$ cat config.mk
export PLATFORM = sky130hd
export DESIGN_NAME = twi_poll_slave
export DESIGN_NICKNAME = d
export VERILOG_FILES = /design/src/rtl/twi_poll_pkg.sv /design/src/rtl/twi_line_filter.sv /design/src/rtl/twi_cond_detect.sv /design/src/rtl/twi_byte_fsm.sv /design/src/rtl/twi_poll_slave.sv
export SDC_FILE = /design/constraint.sdc
export NUM_CORES = 1
export LEC_CHECK = 0
export ABC_AREA = 1
export BUFFER_PORTS_ARGS = -buffer_cell sky130_fd_sc_hd__buf_2
export CORE_ASPECT_RATIO = 0.6
export CORE_MARGIN = 4
export CORE_UTILIZATION = 51
export DETAILED_ROUTE_END_ITERATION = 10
export PLACE_DENSITY = 0.85
export SYNTH_ARGS = -nofsm -noshare
export SYNTH_HDL_FRONTEND = slang
export SYNTH_HIERARCHICAL = 1
export SYNTH_SLANG_ARGS = --single-unit
$ cat constraint.sdc
create_clock -name clk -period 1.61 [get_ports clk]
set_clock_uncertainty 0.05 [all_clocks]
set_input_delay 0.0805 -clock clk [delete_from_list [all_inputs] [get_ports clk]]
set_output_delay 0.0805 -clock clk [all_outputs]
set_load 0.02 [all_outputs]
$ cat src/rtl/twi_poll_pkg.sv
package twi_poll_pkg;
  typedef enum logic [1:0] {
    KIND_NONE = 2'b00,
    KIND_ADDR = 2'b01,
    KIND_CMD  = 2'b10,
    KIND_DATA = 2'b11
  } byte_kind_e;

  typedef enum logic [2:0] {
    ST_IDLE,
    ST_RX,
    ST_DECIDE,
    ST_ACK,
    ST_TX,
    ST_MACK,
    ST_SKIP
  } fsm_state_e;
endpackage

$ cat src/rtl/twi_line_filter.sv
module twi_line_filter #(
  parameter int SYNC_STAGES = 2,
  parameter int FILT_LEN    = 4
) (
  input  logic clk,
  input  logic rst,
  input  logic line_in,
  output logic line_out
);
  localparam int CW = $clog2(FILT_LEN + 1);

  logic [SYNC_STAGES-1:0] sync_q;
  logic [CW-1:0]          cnt;
  logic                   synced;

  assign synced = sync_q[SYNC_STAGES-1];

  always_ff @(posedge clk) begin
    if (rst) sync_q <= '1;
    else     sync_q <= {sync_q[SYNC_STAGES-2:0], line_in};
  end

  // a level is taken over only after FILT_LEN consecutive differing samples
  always_ff @(posedge clk) begin
    if (rst) begin
      line_out <= 1'b1;
      cnt      <= '0;
    end else if (synced == line_out) begin
      cnt <= '0;
    end else if (cnt == CW'(FILT_LEN - 1)) begin
      line_out <= synced;
      cnt      <= '0;
    end else begin
      cnt <= cnt + CW'(1);
    end
  end
endmodule

$ cat src/rtl/twi_cond_detect.sv
module twi_cond_detect (
  input  logic clk,
  input  logic rst,
  input  logic scl_f,
  input  logic sda_f,
  output logic scl_rise,
  output logic scl_fall,
  output logic start_cond,
  output logic stop_cond
);
  logic scl_q, sda_q;

  always_ff @(posedge clk) begin
    if (rst) begin
      scl_q <= 1'b1;
      sda_q <= 1'b1;
    end else begin
      scl_q <= scl_f;
      sda_q <= sda_f;
    end
  end

  assign scl_rise   = scl_f & ~scl_q;
  assign scl_fall   = ~scl_f & scl_q;
  assign start_cond = scl_f & scl_q & sda_q & ~sda_f;
  assign stop_cond  = scl_f & scl_q & ~sda_q & sda_f;
endmodule

$ cat src/rtl/twi_byte_fsm.sv
module twi_byte_fsm
  import twi_poll_pkg::*;
#(
  parameter int ADDR_W = 4,
  parameter int BYTE_W = 8,
  parameter logic [BYTE_W-ADDR_W-1:0] TYPE_ID = 4'b0101
) (
  input  logic              clk,
  input  logic              rst,
  input  logic              scl_rise,
  input  logic              scl_fall,
  input  logic              start_cond,
  input  logic              stop_cond,
  input  logic              sda_f,
  input  logic [ADDR_W-1:0] strap_addr,
  input  logic              store_busy,
  input  logic              tx_en,
  input  logic [BYTE_W-1:0] tx_byte,
  output logic              sda_low,
  output logic              rx_valid,
  output logic [BYTE_W-1:0] rx_byte,
  output byte_kind_e        rx_kind
);
  localparam int BCW = $clog2(BYTE_W);
  localparam logic [BCW-1:0] LAST_BIT = BCW'(BYTE_W - 1);

  fsm_state_e        state;
  byte_kind_e        phase;
  logic [BCW-1:0]    bit_cnt;
  logic [BYTE_W-1:0] shreg;
  logic              ack_go;

  logic [BYTE_W-1:0] next_byte;
  logic              addr_hit;
  logic              accept;

  assign next_byte = {shreg[BYTE_W-2:0], sda_f};
  assign addr_hit  = (next_byte == {TYPE_ID, strap_addr});
  assign accept    = (phase != KIND_ADDR) | (addr_hit & ~store_busy);

  always_ff @(posedge clk) begin
    if (rst) begin
      state    <= ST_IDLE;
      phase    <= KIND_ADDR;
      bit_cnt  <= '0;
      shreg    <= '0;
      ack_go   <= 1'b0;
      sda_low  <= 1'b0;
      rx_valid <= 1'b0;
      rx_byte  <= '0;
      rx_kind  <= KIND_NONE;
    end else begin
      rx_valid <= 1'b0;
      if (start_cond) begin
        state   <= ST_RX;
        phase   <= KIND_ADDR;
        bit_cnt <= '0;
        sda_low <= 1'b0;
      end else if (stop_cond) begin
        state   <= ST_IDLE;
        sda_low <= 1'b0;
      end else begin
        case (state)
          ST_RX: if (scl_rise) begin
            shreg <= next_byte;
            if (bit_cnt == LAST_BIT) begin
              bit_cnt <= '0;
              state   <= ST_DECIDE;
              ack_go  <= accept;
              if (accept) begin
                rx_valid <= 1'b1;
                rx_byte  <= next_byte;
                rx_kind  <= phase;
              end
            end else begin
              bit_cnt <= bit_cnt + BCW'(1);
            end
          end
          ST_DECIDE: if (scl_fall) begin
            if (ack_go) begin
              sda_low <= 1'b1;
              state   <= ST_ACK;
            end else begin
              state <= ST_SKIP;
            end
          end
          ST_ACK: if (scl_fall) begin
            case (phase)
              KIND_ADDR: begin
                sda_low <= 1'b0;
                phase   <= KIND_CMD;
                state   <= ST_RX;
              end
              KIND_CMD: begin
                if (tx_en) begin
                  shreg   <= tx_byte;
                  sda_low <= ~tx_byte[BYTE_W-1];
                  bit_cnt <= '0;
                  state   <= ST_TX;
                end else begin
                  sda_low <= 1'b0;
                  phase   <= KIND_DATA;
                  state   <= ST_RX;
                end
              end
              default: begin
                sda_low <= 1'b0;
                state   <= ST_SKIP;
              end
            endcase
          end
          ST_TX: if (scl_fall) begin
            if (bit_cnt == LAST_BIT) begin
              sda_low <= 1'b0;
              state   <= ST_MACK;
            end else begin
              bit_cnt <= bit_cnt + BCW'(1);
              shreg   <= shreg << 1;
              sda_low <= ~shreg[BYTE_W-2];
            end
          end
          ST_MACK: if (scl_fall) state <= ST_SKIP;
          default: ;
        endcase
      end
    end
  end
endmodule

$ cat src/rtl/twi_poll_slave.sv
module twi_poll_slave
  import twi_poll_pkg::*;
#(
  parameter int ADDR_W      = 4,
  parameter int BYTE_W      = 8,
  parameter logic [BYTE_W-ADDR_W-1:0] TYPE_ID = 4'b0101,
  parameter int SYNC_STAGES = 2,
  parameter int FILT_LEN    = 4
) (
  input  logic              clk,
  input  logic              rst,
  input  logic              scl_in,
  input  logic              sda_in,
  input  logic [ADDR_W-1:0] strap_addr,
  input  logic              store_busy,
  input  logic              tx_en,
  input  logic [BYTE_W-1:0] tx_byte,
  output logic              sda_pull,
  output logic              rx_valid,
  output logic [BYTE_W-1:0] rx_byte,
  output logic [1:0]        rx_kind
);
  localparam int LINES = 2;

  logic [LINES-1:0] raw_lines;
  logic [LINES-1:0] filt_lines;
  logic             scl_f, sda_f;
  logic             scl_rise, scl_fall, start_cond, stop_cond;
  byte_kind_e       kind_w;

  assign raw_lines = {sda_in, scl_in};
  assign scl_f     = filt_lines[0];
  assign sda_f     = filt_lines[1];

  for (genvar g = 0; g < LINES; g++) begin : g_line
    twi_line_filter #(
      .SYNC_STAGES(SYNC_STAGES),
      .FILT_LEN   (FILT_LEN)
    ) u_filt (
      .clk     (clk),
      .rst     (rst),
      .line_in (raw_lines[g]),
      .line_out(filt_lines[g])
    );
  end

  twi_cond_detect u_det (
    .clk       (clk),
    .rst       (rst),
    .scl_f     (scl_f),
    .sda_f     (sda_f),
    .scl_rise  (scl_rise),
    .scl_fall  (scl_fall),
    .start_cond(start_cond),
    .stop_cond (stop_cond)
  );

  twi_byte_fsm #(
    .ADDR_W (ADDR_W),
    .BYTE_W (BYTE_W),
    .TYPE_ID(TYPE_ID)
  ) u_fsm (
    .clk       (clk),
    .rst       (rst),
    .scl_rise  (scl_rise),
    .scl_fall  (scl_fall),
    .start_cond(start_cond),
    .stop_cond (stop_cond),
    .sda_f     (sda_f),
    .strap_addr(strap_addr),
    .store_busy(store_busy),
    .tx_en     (tx_en),
    .tx_byte   (tx_byte),
    .sda_low   (sda_pull),
    .rx_valid  (rx_valid),
    .rx_byte   (rx_byte),
    .rx_kind   (kind_w)
  );

  assign rx_kind = kind_w;
endmodule

==> results by group, run 1 <==
Setup path
  – Crit end category: flip-flop
  – CP max FO: 4
  – Reg2Reg Depth: 8
  – R2r endpoint: u_fsm/bit_cnt[1]
  – CP Data Required Time: 1.78 ns
  – Setup CP Type: reg2reg
  – RR Startpoint: u_fsm/phase[1]
  – Reg2reg setup slack: 0.10 ns
  – Crit path DAT: 1.68 ns
  – CP Launch Type: flip-flop

Synth
  – FF+latch count, synth: 42
  – Most frequent cell after synthesis: nand2_1
  – Commonest cells in the netlist: 90 x nand2_1, 63 x nor2_1, 42 x dfxtp_1, 34 x inv_1, 22 x nand3_1
  – Yosys Warn Count: 6
  – Syn_area_per_cell: 6.63 um^2
  – Post-synth EDFFs: 0
  – Cell taking the most area after synthesis: dfxtp_1
  – Most used DFF post-synth: dfxtp_1
  – FFs w/ async S/R, synth: 0%
  – Netlist Area Pre-Place: 2270 um^2
  – Syn Inst Count: 342
  – Yosys cell types: 28
  – Post-synthesis sequential area ratio: 37.1%
  – Top cells by area, synth: dfxtp_1 37%, nand2_1 15%, nor2_1 10%, inv_1 5.6%, ha_1 5.0%
  – Area share of the largest cell type after synthesis: 37.1%
  – Syn_nets: 369

Clock tree
  – Clock Tree Root: clkbuf_8
  – # H-tree levels: 2
  – CTS Buf Count: 5
  – CTS clk-pin slew, worst paths: 0.08 ns
  – CTS tree: built
  – Worst-skew pair later-pin latency: 0.30 ns
  – Clock Sinks: 42
  – Deepest clock path buffer count: 2

STA
  – Setup-failing EPs final: 0
  – Post-layout minimum cycle time: 1.51 ns
  – Fin crit share: 93.7%
  – Setup TNS: 0 ns
  – Post-route setup slack: 0.101 ns
  – Fin. max-slew vios: 0
  – Peak Freq: 663 MHz
  – Slew Limit Headroom: 78.5%
  – Final hold violation count: 0
  – Worst-margin pin slew: 0.322 ns

Power and ir drop
  – Tot Pwr: 1.96 mW
  – Peak supply drop: 0.478 mV
  – Power density over the cells: 708 nW/um^2
  – Static Leak: 1.39 nW

Layout
  – Share of cells above drive strength 1: 25.0%
  – Antenna diodes: 0
  – Post-route cell area: 2770 um^2
  – Synth-to-layout area growth: 22.2%
  – Fill cell count: 382
  – Final Non-Filler Cells: 448
  – Final #Nets: 414

Floorplanning
  – Die height: 59.6 um
  – # IOs: 30
  – CORE AREA: 4190 um^2
  – Core Rows: 18
  – Die area: 5610 um^2
  – Die Width: 94.1 um
  – Starting density of the core: 54.1%

Placed design
  – HPWL after detailed placement: 4110 um
  – Dpl cell area: 2550 um^2
  – Inst Count DP: 436
  – GPL Wtd Cong: 1.00
  – # port buffers: 29
  – Dpl ws: 0.00983 ns

Drt
  – Vias per std cell: 5.03
  – # DRC: 0
  – First-iteration detailed-routing DRC count: 209
  – Antenna Nets Post-Route: 0
  – WL final: 5470 um
  – Via Count: 2255
  – Wire per inst: 12.2 um
  – Total iterations of the first detailed-routing run: 4

Global routing
  – Largest net degree at the start of global routing: 23
  – Via count of the first global-routing pass: 1940
  – All-Layer GR Usage: 20.3%
  – Initial antenna violation count: 0
  – Grt total ovfl: 0
  – First-pass GRT wire length: 8870 um

Min path
  – Hold Path Depth: 5
  – Worst hold path class: in2reg
  – Worst hold endpoint: u_fsm/shreg[0]
  – Hold_sp: tx_byte[0]

Run status
  – Status: finished clean

Run
  – Max-capacitance violation count: 0
## critical path, cell delays in order, from the launching register on
cell and delay [ns]:
dfxtp_1 0.39, ha_1 0.17, nand2_1 0.07, nand2_1 0.07, nand2_1 0.07, nor2_4 0.21, buf_4 0.16, nand3b_1 0.08
a21oi_1 0.16
## kinds of logic after synthesis
kind of cell / Yosys count / share of synthesized area (%)
and+or+nand+nor: 202 / 39.8
AOI/OAI and AO/OA: 36 / 8.17
xor gates and xnor gates: 1 / 0.387
DFF: 42 / 37.1
adders and majority gates: 9 / 4.97
buffers and inverters: 52 / 9.55
## cells in the final DEF (no fill, tap or decap), drive strengths merged, types with 2 or more instances in the layout
cell type	count
clkbuf	5
nand3	28
ha	9
o21ai	14
dlygate4sd3	2
nor3	3
nand2	93
clkinv	2
inv	42
dfxtp	42
a21oi	20
nor2	69
nand3b	3
nand4	3
buf	45
or2	4
## metal layers
| layer | share of wire (%) | track usage (%) | vias to the layer above |
|---|---|---|---|
| met1 | 46 | 28.7 | 1011 |
| met4 | 0.68 | 5.56 | 0 |
| met5 | 0 | 0 | - |
| li1 | - | - | 1163 |
| met3 | 9.3 | 6.35 | 5 |
| met2 | 44 | 30.0 | 76 |
## power breakdown
part           internal [mW]  switching [mW]
registers               1.04         0.00289
logic                 0.0326          0.0394
clock network          0.465           0.379
## flip-flops by register name, indices dropped and copies added, names as in the netlist, 2 cells and up
signal / count
u_fsm/phase: 2
u_fsm/rx_kind: 2
g_line.u_filt/line_out: 2
g_line.u_filt/cnt: 6
u_fsm/shreg: 7
u_fsm/bit_cnt: 3
u_fsm/state: 3
u_fsm/rx_byte: 8
g_line.u_filt/sync_q: 4
## stage by stage
step                hold slack [ns]  util [%]
detailed placement            0.217      60.9
floorplan                    0.0996         -
finish                       0.0576      66.1
CTS                          0.0563      64.1
global placement              0.215      60.9
global route                 0.0754      66.1
## what timing repair did
action                     4_1_cts  5_1_grt
resized for setup                1       22
setup endpoints to repair        3       25
pin swaps                        0        4
gates cloned                     0        1
hold buffers                     2        0
buffers inserted                 0        1
hold endpoints to repair         2        0
## final cells by class
class / count / area [um^2] / area share (%)
tap: 60 / 75.1 / 2.71
timing repair buffer: 47 / 298 / 10.8
inverter: 42 / 158 / 5.69
clock inverter: 3 / 43.8 / 1.58
multi-input combinational: 249 / 1270 / 46.0
sequential: 42 / 851 / 30.7
clock buffer: 5 / 68.8 / 2.49
## worst max path at each step
stage                       end  depth (start not counted)                       from  slack (ns)
6_report       u_fsm/bit_cnt[1]                          8             u_fsm/phase[1]        0.10
3_5_place_dp     u_fsm/shreg[3]                          9             u_fsm/state[0]        0.01
5_1_grt        u_fsm/bit_cnt[1]                          9             u_fsm/state[1]      -0.008
4_1_cts        u_fsm/rx_byte[7]                          8           u_fsm/bit_cnt[0]        0.04
3_3_place_gp     u_fsm/shreg[3]                          9             u_fsm/state[0]        0.03
2_1_floorplan  u_fsm/rx_byte[5]                         10  g_line[1].u_filt/line_out       0.007
(Power assumes the default switching activity.)
==> run 2: changes to the inputs <==
- BUFFER_PORTS_ARGS: -buffer_cell sky130_fd_sc_hd__buf_2 -> not set
- CORE_UTILIZATION: 51 -> 55
- DONT_BUFFER_PORTS: not set -> 1
- PLACE_DENSITY: 0.85 -> 0.83
==> results by group, run 2 (synthesis results as in run 1) <==
Global routing
  – Largest net degree at the start of global routing: 23 (unchanged)
  – All-Layer GR Usage: 22.6% (was 20.3%)
  – Grt total ovfl: 0 (unchanged)
  – Via count of the first global-routing pass: 1996 (was 1940)
  – Initial antenna violation count: 0 (unchanged)
  – First-pass GRT wire length: 9420 um (was 8870 um)

Layout
  – Most flops, register: u_fsm/rx_byte (unchanged)
  – Share of cells above drive strength 1: 22.5% (was 25.0%)
  – Most common cell after layout, fill and taps aside: nand2_1 (unchanged)
  – Antenna diodes: 0 (unchanged)
  – Top flop regs: u_fsm/rx_byte: 8 flops, u_fsm/shreg: 7 flops, g_line.u_filt/cnt: 6 flops (unchanged)
  – Fill cell count: 238 (was 382)
  – Synth-to-layout area growth: 27.8% (was 22.2%)
  – Final #Nets: 403 (was 414)
  – Most frequent cells in the layout: 83 x nand2_1, 59 x nor2_1, 33 x inv_1, 33 x dfxtp_1, 22 x nand3_1 (was 88 x nand2_1, 58 x nor2_1, 36 x dfxtp_1)
  – Max FFs per register: 8 (unchanged)

Setup path
  – CP Data Required Time: 1.76 ns (was 1.78 ns)
  – Crit path buf inv count: 2 (was 1)
  – Critical Path Max Stage Delay: 0.40 ns (was 0.39 ns)
  – Setup CP Type: reg2reg (unchanged)
  – CP Launch Type: flip-flop (unchanged)
  – CP max FO: 5 (was 4)
  – Crit-path slowest cell: dfxtp_2 (was dfxtp_1)
  – Crit end category: flip-flop (unchanged)
  – Most common cell type on the critical path: ha_4 (was nand2_1)
  – Cell family with most CP delay: simple AND/OR/NAND/NOR gates (unchanged)
  – Critical path, cell by cell: ha_4 > ha_4 > nand2_2 > nor3_4 > buf_12 > clkbuf_16 > nand3_1 > nand2_1 > nor2_1 (was ha_1 > nand2_1 > nand2_1 > nand2_1 > nor2_4 > buf_4 > nand3b_1 > a21oi_1)
  – Crit path DAT: 1.80 ns (was 1.68 ns)

Placed design
  – GPL Wtd Cong: 0.929 (was 1.00)
  – HPWL after detailed placement: 3990 um (was 4110 um)
  – Dpl ws: 0.0116 ns (was 0.00983 ns)
  – # port buffers: 0 (was 29)

Clock tree
  – # H-tree levels: 2 (unchanged)
  – CTS clk-pin slew, worst paths: 0.10 ns (was 0.08 ns)
  – CTS Buf Count: 5 (unchanged)
  – Clock Sinks: 42 (unchanged)
  – CTS tree: built (unchanged)
  – Worst-skew pair later-pin latency: 0.31 ns (was 0.30 ns)
  – Clock Tree Root: clkbuf_8 (unchanged)
  – Deepest clock path buffer count: 2 (unchanged)

STA
  – Slew Limit Headroom: 59.7% (was 78.5%)
  – Setup-failing EPs final: 10 (was 0)
  – Hold WS: 0.0416 ns (was 0.0576 ns)
  – Peak Freq: 607 MHz (was 663 MHz)
  – Final hold violation count: 0 (unchanged)
  – Fin crit share: 102% (was 93.7%)
  – Worst-margin pin slew: 0.601 ns (was 0.322 ns)
  – Post-route setup slack: -0.0384 ns (was 0.101 ns)
  – RSZ-0062 raised after global routing: true
  – Fin. max-slew vios: 0 (unchanged)
  – Post-layout minimum cycle time: 1.65 ns (was 1.51 ns)

Drt
  – # DRC: 0 (unchanged)
  – Via Count: 2455 (was 2255)
  – Total iterations of the first detailed-routing run: 8 (was 4)
  – Wire per inst: 16.9 um (was 12.2 um)
  – Antenna Nets Post-Route: 0 (unchanged)
  – First-iteration detailed-routing DRC count: 322 (was 209)
  – WL final: 7180 um (was 5470 um)
  – Vias per std cell: 5.79 (was 5.03)

Power and ir drop
  – Combinational share of power: 3.4% (was 3.7%)
  – Sw power: 0.452 mW (was 0.421 mW)
  – Int Power: 1.54 mW (about the same)
  – Sw frac: 22.7% (was 21.5%)
  – Peak supply drop: 0.727 mV (was 0.478 mV)
  – Clock power frac: 44.2% (was 43.0%)
  – Seq pwr share: 52.5% (was 53.3%)
  – Static Leak: 1.36 nW (was 1.39 nW)
  – Power density over the cells: 687 nW/um^2 (was 708 nW/um^2)

Run status
  – Status: finished, violations left (was finished clean)
  – Failing checks: negative setup slack

Floorplanning
  – Starting density of the core: 59.5% (was 54.1%)
  – Die Width: 90.9 um (was 94.1 um)
  – Die area: 5240 um^2 (was 5610 um^2)
  – # IOs: 30 (unchanged)
  – CORE AREA: 3810 um^2 (was 4190 um^2)
  – Die height: 57.7 um (was 59.6 um)
  – Core Rows: 17 (was 18)

Run
  – Max-capacitance violation count: 0 (unchanged)

Min path
  – Worst hold path class: in2reg (unchanged)
[run 2: changes by cell type in the layout (fill, tap and decap cells not counted), sizes merged]
cell         change
buf             -23
dlygate4sd3      +8
clkbuf           +4
[run 2: final timing paths]
| path | slack, ns | endpoint | cells after the start | start |
|---|---|---|---|---|
| hold reg to reg | 0.36 | g_line[0].u_filt/sync_q[1] | 1 | g_line[0].u_filt/sync_q[0] |
| setup / recovery | -0.04 | u_fsm/rx_byte[7] | 9 | u_fsm/bit_cnt[0] |
| setup reg to reg | -0.04 | u_fsm/rx_byte[7] | 9 | u_fsm/bit_cnt[0] |
| hold / removal | 0.04 | u_fsm/shreg[1] | 4 | tx_byte[1] |
[run 2: repair_timing]
item,CTS,global route
endpoints found under the hold margin,28,0
buffers inserted,0,8
hold buffers,10,0
pin swaps,0,11
resized for setup,4,32
cloned,1,4
setup endpoints to repair,3,22
[run 2: area by class of cell]
| cell class | instances | area, um^2 | share of cell area (%) |
|---|---|---|---|
| Clock buffer | 5 | 68.8 | 2.38 |
| Clock inverter | 3 | 43.8 | 1.51 |
| Inverter | 42 | 163 | 5.62 |
| Multi-Input combinational cell | 249 | 1300 | 44.8 |
| Sequential cell | 42 | 857 | 29.6 |
| Tap cell | 47 | 58.8 | 2.03 |
| Timing Repair Buffer | 36 | 407 | 14.0 |
[run 2: power groups by stage]
stage | clock network, mW | registers (mW) | logic (mW)
floorplan | 0 | 1.07 | 0.0314
CTS | 0.871 | 1.05 | 0.0622
detailed placement | 0 | 1.07 | 0.0375
finish | 0.878 | 1.04 | 0.0670
global placement | 0 | 1.07 | 0.0363
global route | 0.925 | 1.04 | 0.0725
[run 2: metrics by stage]
step	area, um^2	utilization (%)	TNS (ns)	std cells	total power, mW
final	2900	76.0	-0.206	424	1.99
after global routing	2900	76.0	-1.13	424	2.04
after CTS	2630	69.0	0	412	1.98
after detailed placement	2400	62.9	0	393	1.11
after global placement	2400	62.9	0	393	1.11
after floorplan	2270	-	0	342	1.10
[run 2: worst reg2reg max path, stage by stage, from the launching register on]
cell	delay [ns]
dfxtp_2	0.40
ha_4	0.16
ha_4	0.15
nand2_2	0.08
nor3_4	0.21
buf_12	0.15
clkbuf_16	0.13
nand3_1	0.08
nand2_1	0.07
nor2_1	0.05
[run 2: metal layers]
metal	GRT usage (%)	up-vias	share of wire, %
li1	-	1148	-
met1	32.7	1078	42
met2	30.5	186	42
met3	6.74	43	11
met4	10.5	0	4.8
met5	0	-	0
